===== config.mk =====
export PLATFORM = sky130hd
export DESIGN_NAME = pscan_timing
export DESIGN_NICKNAME = d
export VERILOG_FILES = /design/src/rtl/pscan_pkg.sv /design/src/rtl/pscan_pclk_div.sv /design/src/rtl/pscan_axis.sv /design/src/rtl/pscan_frame_irq.sv /design/src/rtl/pscan_timing.sv
export SDC_FILE = /design/constraint.sdc
export NUM_CORES = 1
export LEC_CHECK = 0
export BUFFER_PORTS_ARGS = -buffer_cell sky130_fd_sc_hd__buf_2
export CORE_MARGIN = 8
export CORE_UTILIZATION = 40
export CTS_CLUSTER_SIZE = 16
export DETAILED_ROUTE_END_ITERATION = 8
export GPL_TIMING_DRIVEN = 0
export PLACE_DENSITY = 0.63
export SLEW_MARGIN = 0
export SYNTH_ARGS = -nofsm -noshare
export SYNTH_HDL_FRONTEND = slang
export SYNTH_SLANG_ARGS = --single-unit

===== constraint.sdc =====
create_clock -name clk -period 19.9 [get_ports clk]
set_input_delay 5.97 -clock clk [delete_from_list [all_inputs] [get_ports clk]]
set_output_delay 5.97 -clock clk [all_outputs]
set_load 0.02 [all_outputs]

===== src/rtl/pscan_pkg.sv =====
package pscan_pkg;

  // Region of one raster axis, in scan order.
  typedef enum logic [1:0] {
    SEG_SYNC  = 2'd0,
    SEG_BACK  = 2'd1,
    SEG_ACT   = 2'd2,
    SEG_FRONT = 2'd3
  } seg_e;

  // Bit positions of the polarity-controlled outputs.
  localparam int unsigned OUT_HS   = 0;
  localparam int unsigned OUT_VS   = 1;
  localparam int unsigned OUT_DE   = 2;
  localparam int unsigned OUT_PCLK = 3;
  localparam int unsigned OUT_N    = 4;

endpackage


===== src/rtl/pscan_pclk_div.sv =====
module pscan_pclk_div #(
  parameter int unsigned DIV_W = 8
) (
  input  logic             clk,
  input  logic             rst_n,
  input  logic [DIV_W-1:0] div_m1,
  output logic             tick,
  output logic             phase
);

  logic [DIV_W-1:0] cnt_q;

  // Terminal count reached: one tick per div_m1+1 cycles, every cycle at 0.
  function automatic logic at_term(input logic [DIV_W-1:0] c,
                                   input logic [DIV_W-1:0] m1);
    return c >= m1;
  endfunction

  // First half of the period (rounded down) drives the wave high.
  function automatic logic first_half(input logic [DIV_W-1:0] c,
                                      input logic [DIV_W-1:0] m1);
    return c <= (m1 >> 1);
  endfunction

  assign tick  = at_term(cnt_q, div_m1);
  assign phase = first_half(cnt_q, div_m1);

  always_ff @(posedge clk or negedge rst_n) begin
    if (!rst_n)    cnt_q <= '0;
    else if (tick) cnt_q <= '0;
    else           cnt_q <= cnt_q + DIV_W'(1);
  end

endmodule


===== src/rtl/pscan_axis.sv =====
module pscan_axis
  import pscan_pkg::*;
#(
  parameter int unsigned CNT_W = 12,
  localparam int unsigned SUM_W = CNT_W + 2
) (
  input  logic             clk,
  input  logic             rst_n,
  input  logic             clear,
  input  logic             step,
  input  logic [CNT_W-1:0] sync_m1,
  input  logic [CNT_W-1:0] back_m1,
  input  logic [CNT_W-1:0] act_m1,
  input  logic [CNT_W-1:0] front_m1,
  output logic [SUM_W-1:0] pos,
  output logic             at_last,
  output seg_e             seg,
  output logic [CNT_W-1:0] rel
);

  function automatic logic [SUM_W-1:0] seg_len(input logic [CNT_W-1:0] m1);
    return SUM_W'(m1) + SUM_W'(1);
  endfunction

  logic [SUM_W-1:0] sync_end, act_start, act_end, last_pos;
  logic [SUM_W-1:0] pos_q;

  assign sync_end  = seg_len(sync_m1);
  assign act_start = sync_end + seg_len(back_m1);
  assign act_end   = act_start + seg_len(act_m1);
  assign last_pos  = act_end + SUM_W'(front_m1);

  assign pos     = pos_q;
  assign at_last = pos_q >= last_pos;
  assign rel     = CNT_W'(pos_q - act_start);

  always_comb begin
    if (pos_q < sync_end)       seg = SEG_SYNC;
    else if (pos_q < act_start) seg = SEG_BACK;
    else if (pos_q < act_end)   seg = SEG_ACT;
    else                        seg = SEG_FRONT;
  end

  always_ff @(posedge clk or negedge rst_n) begin
    if (!rst_n)       pos_q <= '0;
    else if (clear)   pos_q <= '0;
    else if (step)    pos_q <= at_last ? '0 : pos_q + SUM_W'(1);
  end

endmodule


===== src/rtl/pscan_frame_irq.sv =====
module pscan_frame_irq (
  input  logic clk,
  input  logic rst_n,
  input  logic frame_start,
  input  logic clr,
  input  logic en,
  output logic status,
  output logic irq
);

  logic status_q;

  always_ff @(posedge clk or negedge rst_n) begin
    if (!rst_n)           status_q <= 1'b0;
    else if (frame_start) status_q <= 1'b1;
    else if (clr)         status_q <= 1'b0;
  end

  assign status = status_q;
  assign irq    = status_q & en;

endmodule


===== src/rtl/pscan_timing.sv =====
module pscan_timing
  import pscan_pkg::*;
#(
  parameter int unsigned CNT_W = 12,
  parameter int unsigned DIV_W = 8
) (
  input  logic             clk,
  input  logic             rst_n,
  input  logic             video_en,
  input  logic [CNT_W-1:0] h_sync_m1,
  input  logic [CNT_W-1:0] h_back_m1,
  input  logic [CNT_W-1:0] h_act_m1,
  input  logic [CNT_W-1:0] h_front_m1,
  input  logic [CNT_W-1:0] v_sync_m1,
  input  logic [CNT_W-1:0] v_back_m1,
  input  logic [CNT_W-1:0] v_act_m1,
  input  logic [CNT_W-1:0] v_front_m1,
  input  logic [DIV_W-1:0] clk_div_m1,
  input  logic             inv_hsync,
  input  logic             inv_vsync,
  input  logic             inv_de,
  input  logic             inv_pclk,
  input  logic             irq_en,
  input  logic             irq_clr,
  output logic             hsync,
  output logic             vsync,
  output logic             de,
  output logic             pclk_en,
  output logic             pclk_out,
  output logic [CNT_W-1:0] pix_x,
  output logic [CNT_W-1:0] pix_y,
  output logic             irq_status,
  output logic             irq
);

  localparam int unsigned SUM_W = CNT_W + 2;

  // Named internal events, visible to the bound checker.
  logic             tick;
  logic             pclk_phase;
  logic             run_q;
  logic             boundary;
  logic             frame_start;
  logic             h_last, v_last;
  logic [SUM_W-1:0] h_pos, v_pos;
  seg_e             h_seg, v_seg;
  logic [CNT_W-1:0] h_rel, v_rel;
  logic             hs_raw, vs_raw, de_raw;

  pscan_pclk_div #(.DIV_W(DIV_W)) div_i (
    .clk    (clk),
    .rst_n  (rst_n),
    .div_m1 (clk_div_m1),
    .tick   (tick),
    .phase  (pclk_phase)
  );

  // A boundary is any tick while stopped, or the final tick of a frame.
  assign boundary    = tick && (!run_q || (h_last && v_last));
  assign frame_start = boundary && video_en;

  always_ff @(posedge clk or negedge rst_n) begin
    if (!rst_n)        run_q <= 1'b0;
    else if (boundary) run_q <= video_en;
  end

  pscan_axis #(.CNT_W(CNT_W)) h_axis_i (
    .clk      (clk),
    .rst_n    (rst_n),
    .clear    (boundary),
    .step     (tick && run_q),
    .sync_m1  (h_sync_m1),
    .back_m1  (h_back_m1),
    .act_m1   (h_act_m1),
    .front_m1 (h_front_m1),
    .pos      (h_pos),
    .at_last  (h_last),
    .seg      (h_seg),
    .rel      (h_rel)
  );

  pscan_axis #(.CNT_W(CNT_W)) v_axis_i (
    .clk      (clk),
    .rst_n    (rst_n),
    .clear    (boundary),
    .step     (tick && run_q && h_last),
    .sync_m1  (v_sync_m1),
    .back_m1  (v_back_m1),
    .act_m1   (v_act_m1),
    .front_m1 (v_front_m1),
    .pos      (v_pos),
    .at_last  (v_last),
    .seg      (v_seg),
    .rel      (v_rel)
  );

  assign hs_raw = run_q && (h_seg == SEG_SYNC);
  assign vs_raw = run_q && (v_seg == SEG_SYNC);
  assign de_raw = run_q && (h_seg == SEG_ACT) && (v_seg == SEG_ACT);

  assign pix_x = de_raw ? h_rel : '0;
  assign pix_y = de_raw ? v_rel : '0;

  // Polarity stage, one XOR per controlled output.
  logic [OUT_N-1:0] raw_vec, inv_vec, out_vec;

  assign raw_vec[OUT_HS]   = hs_raw;
  assign raw_vec[OUT_VS]   = vs_raw;
  assign raw_vec[OUT_DE]   = de_raw;
  assign raw_vec[OUT_PCLK] = pclk_phase;
  assign inv_vec[OUT_HS]   = inv_hsync;
  assign inv_vec[OUT_VS]   = inv_vsync;
  assign inv_vec[OUT_DE]   = inv_de;
  assign inv_vec[OUT_PCLK] = inv_pclk;

  for (genvar gi = 0; gi < OUT_N; gi++) begin : g_pol
    assign out_vec[gi] = raw_vec[gi] ^ inv_vec[gi];
  end

  assign hsync    = out_vec[OUT_HS];
  assign vsync    = out_vec[OUT_VS];
  assign de       = out_vec[OUT_DE];
  assign pclk_out = out_vec[OUT_PCLK];
  assign pclk_en  = tick;

  pscan_frame_irq irq_i (
    .clk         (clk),
    .rst_n       (rst_n),
    .frame_start (frame_start),
    .clr         (irq_clr),
    .en          (irq_en),
    .status      (irq_status),
    .irq         (irq)
  );

endmodule


==> flow_metrics.tcl <==
set metrics [dict create \
    routedWlPerCell_um 15.5 \
    power.internal_uw 497 \
    fin_nets 1634 \
    cts_made_buffers 5 \
    hpwlAfterDp_um 21400 \
    setup_tns_ns 0 \
    worstSetupEndpointType "primary output" \
    cts.sinks 38 \
    ys_seq_area_share_pct 10.5 \
    die-area_mm2 0.0278 \
    switching_share_pct 47.6 \
    antenna_cells 0 \
    worst_slew_pin_slew_ns 0.956 \
    clock_latency_ns 0.28 \
    num_vias 8678 \
    required_ns 13.93 \
    globalRoute.busiestLayer "met2" \
    ys_dominant_reg_cell "dfrtp_1" \
    layout_common_cells "ha_1 (206), buf_2 (145), inv_1 (123)" \
    gp_congestion 0.856 \
    synth_edf_count 0 \
    drive_gt1_share_pct 13.6 \
    wl_um 24700 \
    die_y_um 167 \
    combPwrFrac_pct 77.0 \
    rows 55 \
    clock_path_buffers 2 \
    yosysWarningCount 0 \
    fp.dieW_um 167 \
    vias_per_cell 5.45 \
    cp.arrival_ns 12.39 \
    layout_commonest_cell "ha_1" \
    core_area_mm2 0.0225 \
    groute.layer.met2.usage_pct 31.2 \
    max-slew-margin-rel_pct 35.7 \
    pwr-share-clk_pct 11.0 \
    ys_ff_latch 38 \
    worst_slack_ns 1.54 \
    synthCells 1157 \
    power_density_mw_per_mm2 91.5 \
    leakage_nw 5.68 \
    cts_max_level 2 \
    irDropWorstVdd_mv 0.0421 \
    drv_cap 0 \
    crit_slowest_cell "or4_1" \
    setup_viol 0 \
    met3_usage_pct 2.10 \
    async_flop_share_pct 100 \
    critPathMaxFanout 10 \
    criticalPathCategory "input port to primary output" \
    layout.cells.non_filler 1593 \
    start_util_pct 40.4 \
    detail-route-antenna-nets 0 \
    track_usage_pct 17.6 \
    rsz0062_at_grt "no" \
    period_minus_slack_ns 18.36 \
    grt_pass1_wl_um 41600 \
    crit_family "simple AND/OR/NAND/NOR gates" \
    max_stage_delay_ns 0.50 \
    gr-total-overflow 0 \
    crit_path_start_kind "input port" \
    grt_max_degree 39 \
    clk_pin_slew_ns 0.06 \
    dp_cells 1585 \
    power.switching_uw 451 \
    report.final.slew_viol_count 0 \
    finalClockSkew_ns 0.00689 \
    postCtsSetupBuffers 0 \
    drt-initial-drc-count 416 \
    fmax_mhz 54.5 \
    cts_tree "yes" \
    antenna_found_initial 0 \
    cts_resized 0 \
    final_hold_viol_count 0 \
    status "complete, no violations" \
    syn_area_mm2 0.00909 \
    syn_nets 1484 \
    grt_util_met1_pct 22.5 \
    fin_crit_sh_pct 92.2 \
    drc 0 \
    ios 144 \
    yosysUniqueCellTypes 68 \
    synth.avg_cell_area_um2 7.85 \
    fin_util_pct 46.0 \
    portBuffers 143 \
    grt_pass1_vias 8906 \
    hold_path_class "flip-flop to flip-flop" \
    cts_hold_buf 0 \
    seqPwrFrac_pct 12.0 \
    dp_slack_ns 1.56 \
    cts_root_buffer "clkbuf_16" \
    drtPass1Iterations 5 \
    critPathBufInv 6 \
    synthToLayoutAreaGrowth_pct 13.9 \
    critPathMostFrequentCell "ha_1" \
]
[registers in the layout, indices dropped and copies added, names as in the netlist]
| signal | flops |
|---|---|
| run_q | 1 |
| div_i.cnt_q | 8 |
| v_axis_i.pos | 14 |
| irq_i.status | 1 |
| h_axis_i.pos | 14 |
[worst reg2reg max path, cell delays in order, from the launching register on]
cell	delay (ns)
dfrtp_1	0.50
inv_1	0.16
ha_1	0.31
nand2b_1	0.14
a21o_1	0.17
a21o_1	0.17
a21o_1	0.17
a21o_1	0.17
a2111oi_0	0.66
o31ai_1	0.38
nor3_1	0.41
buf_2	0.31
a22o_1	0.17
[final cells by class]
type | count | area (um2)
Clock inverter | 3 | 68.8
Timing Repair Buffer | 143 | 716
Sequential cell | 38 | 951
Fill cell | 2300 | 12100
Multi-Input combinational cell | 980 | 7590
Clock buffer | 5 | 125
Tap cell | 285 | 357
Inverter | 124 | 465
Buffer | 15 | 77.6
[power by group through the flow]
stage	Sequential (mW)	Combinational [mW]	Clock, mW
after detailed placement	0.115	0.731	0
after global routing	0.117	0.835	0.109
after CTS	0.114	0.736	0.106
after global placement	0.115	0.715	0
final	0.114	0.730	0.104
after floorplan	0.107	0.581	0
[cells in the mapped netlist (9+ instances only)]
cell	instances	share of area, %
o21ai_0	59	3.2
o21a_1	23	1.9
ha_1	206	28
dfrtp_1	38	10
clkbuf_1	9	0.37
nor2_1	88	3.6
nand3_1	35	1.9
nand2b_1	30	2.1
nand2_1	53	2.2
a31oi_1	9	0.62
a21oi_1	68	3.7
inv_1	123	5.1
and3_1	30	2.1
nor2b_1	35	2.4
a21o_1	43	3.6
xnor2_1	54	5.2
xor2_1	51	4.9
nor3_1	26	1.4
o211ai_1	21	1.7
a22o_1	23	2.2
[cells by family after synthesis]
group	count (synthesis)	synth area share, %
muxes	7	0.840
buffers and inverters	139	5.98
DFF	38	10.5
adders and majority gates	214	30.1
xor gates and xnor gates	105	10.1
AOI/OAI and AO/OA	306	22.7
and+or+nand+nor	348	19.8
[through the flow]
step	hold WS (ns)	total power, mW	area (um2)
after floorplan	0.488	0.688	9090
after global placement	0.535	0.830	10200
after detailed placement	0.540	0.846	10200
after CTS	0.548	0.956	10400
after global routing	0.561	1.06	10400
final	0.540	0.947	10400
[final timing paths]
path,from,to,slack [ns],cells after the start
max in group asynchronous,rst_n,h_axis_i.pos[13],13.54,1
worst min-delay path,div_i.cnt_q[0],div_i.cnt_q[0],0.54,1
worst min register to register,div_i.cnt_q[0],div_i.cnt_q[0],0.54,1
worst max register to register,v_axis_i.pos[0],v_axis_i.pos[10],16.12,12
worst max-delay path,h_sync_m1[0],pix_y[4],1.54,30
min in group asynchronous,rst_n,div_i.cnt_q[4],5.80,1
[layer usage]
metal / up-vias / part of all wire (%)
li1: 4466 / -
met1: 4020 / 47
met2: 172 / 47
met3: 20 / 3.9
met4: 0 / 1.4
met5: - / 0
Note: power is estimated with default switching activity, not from simulation.
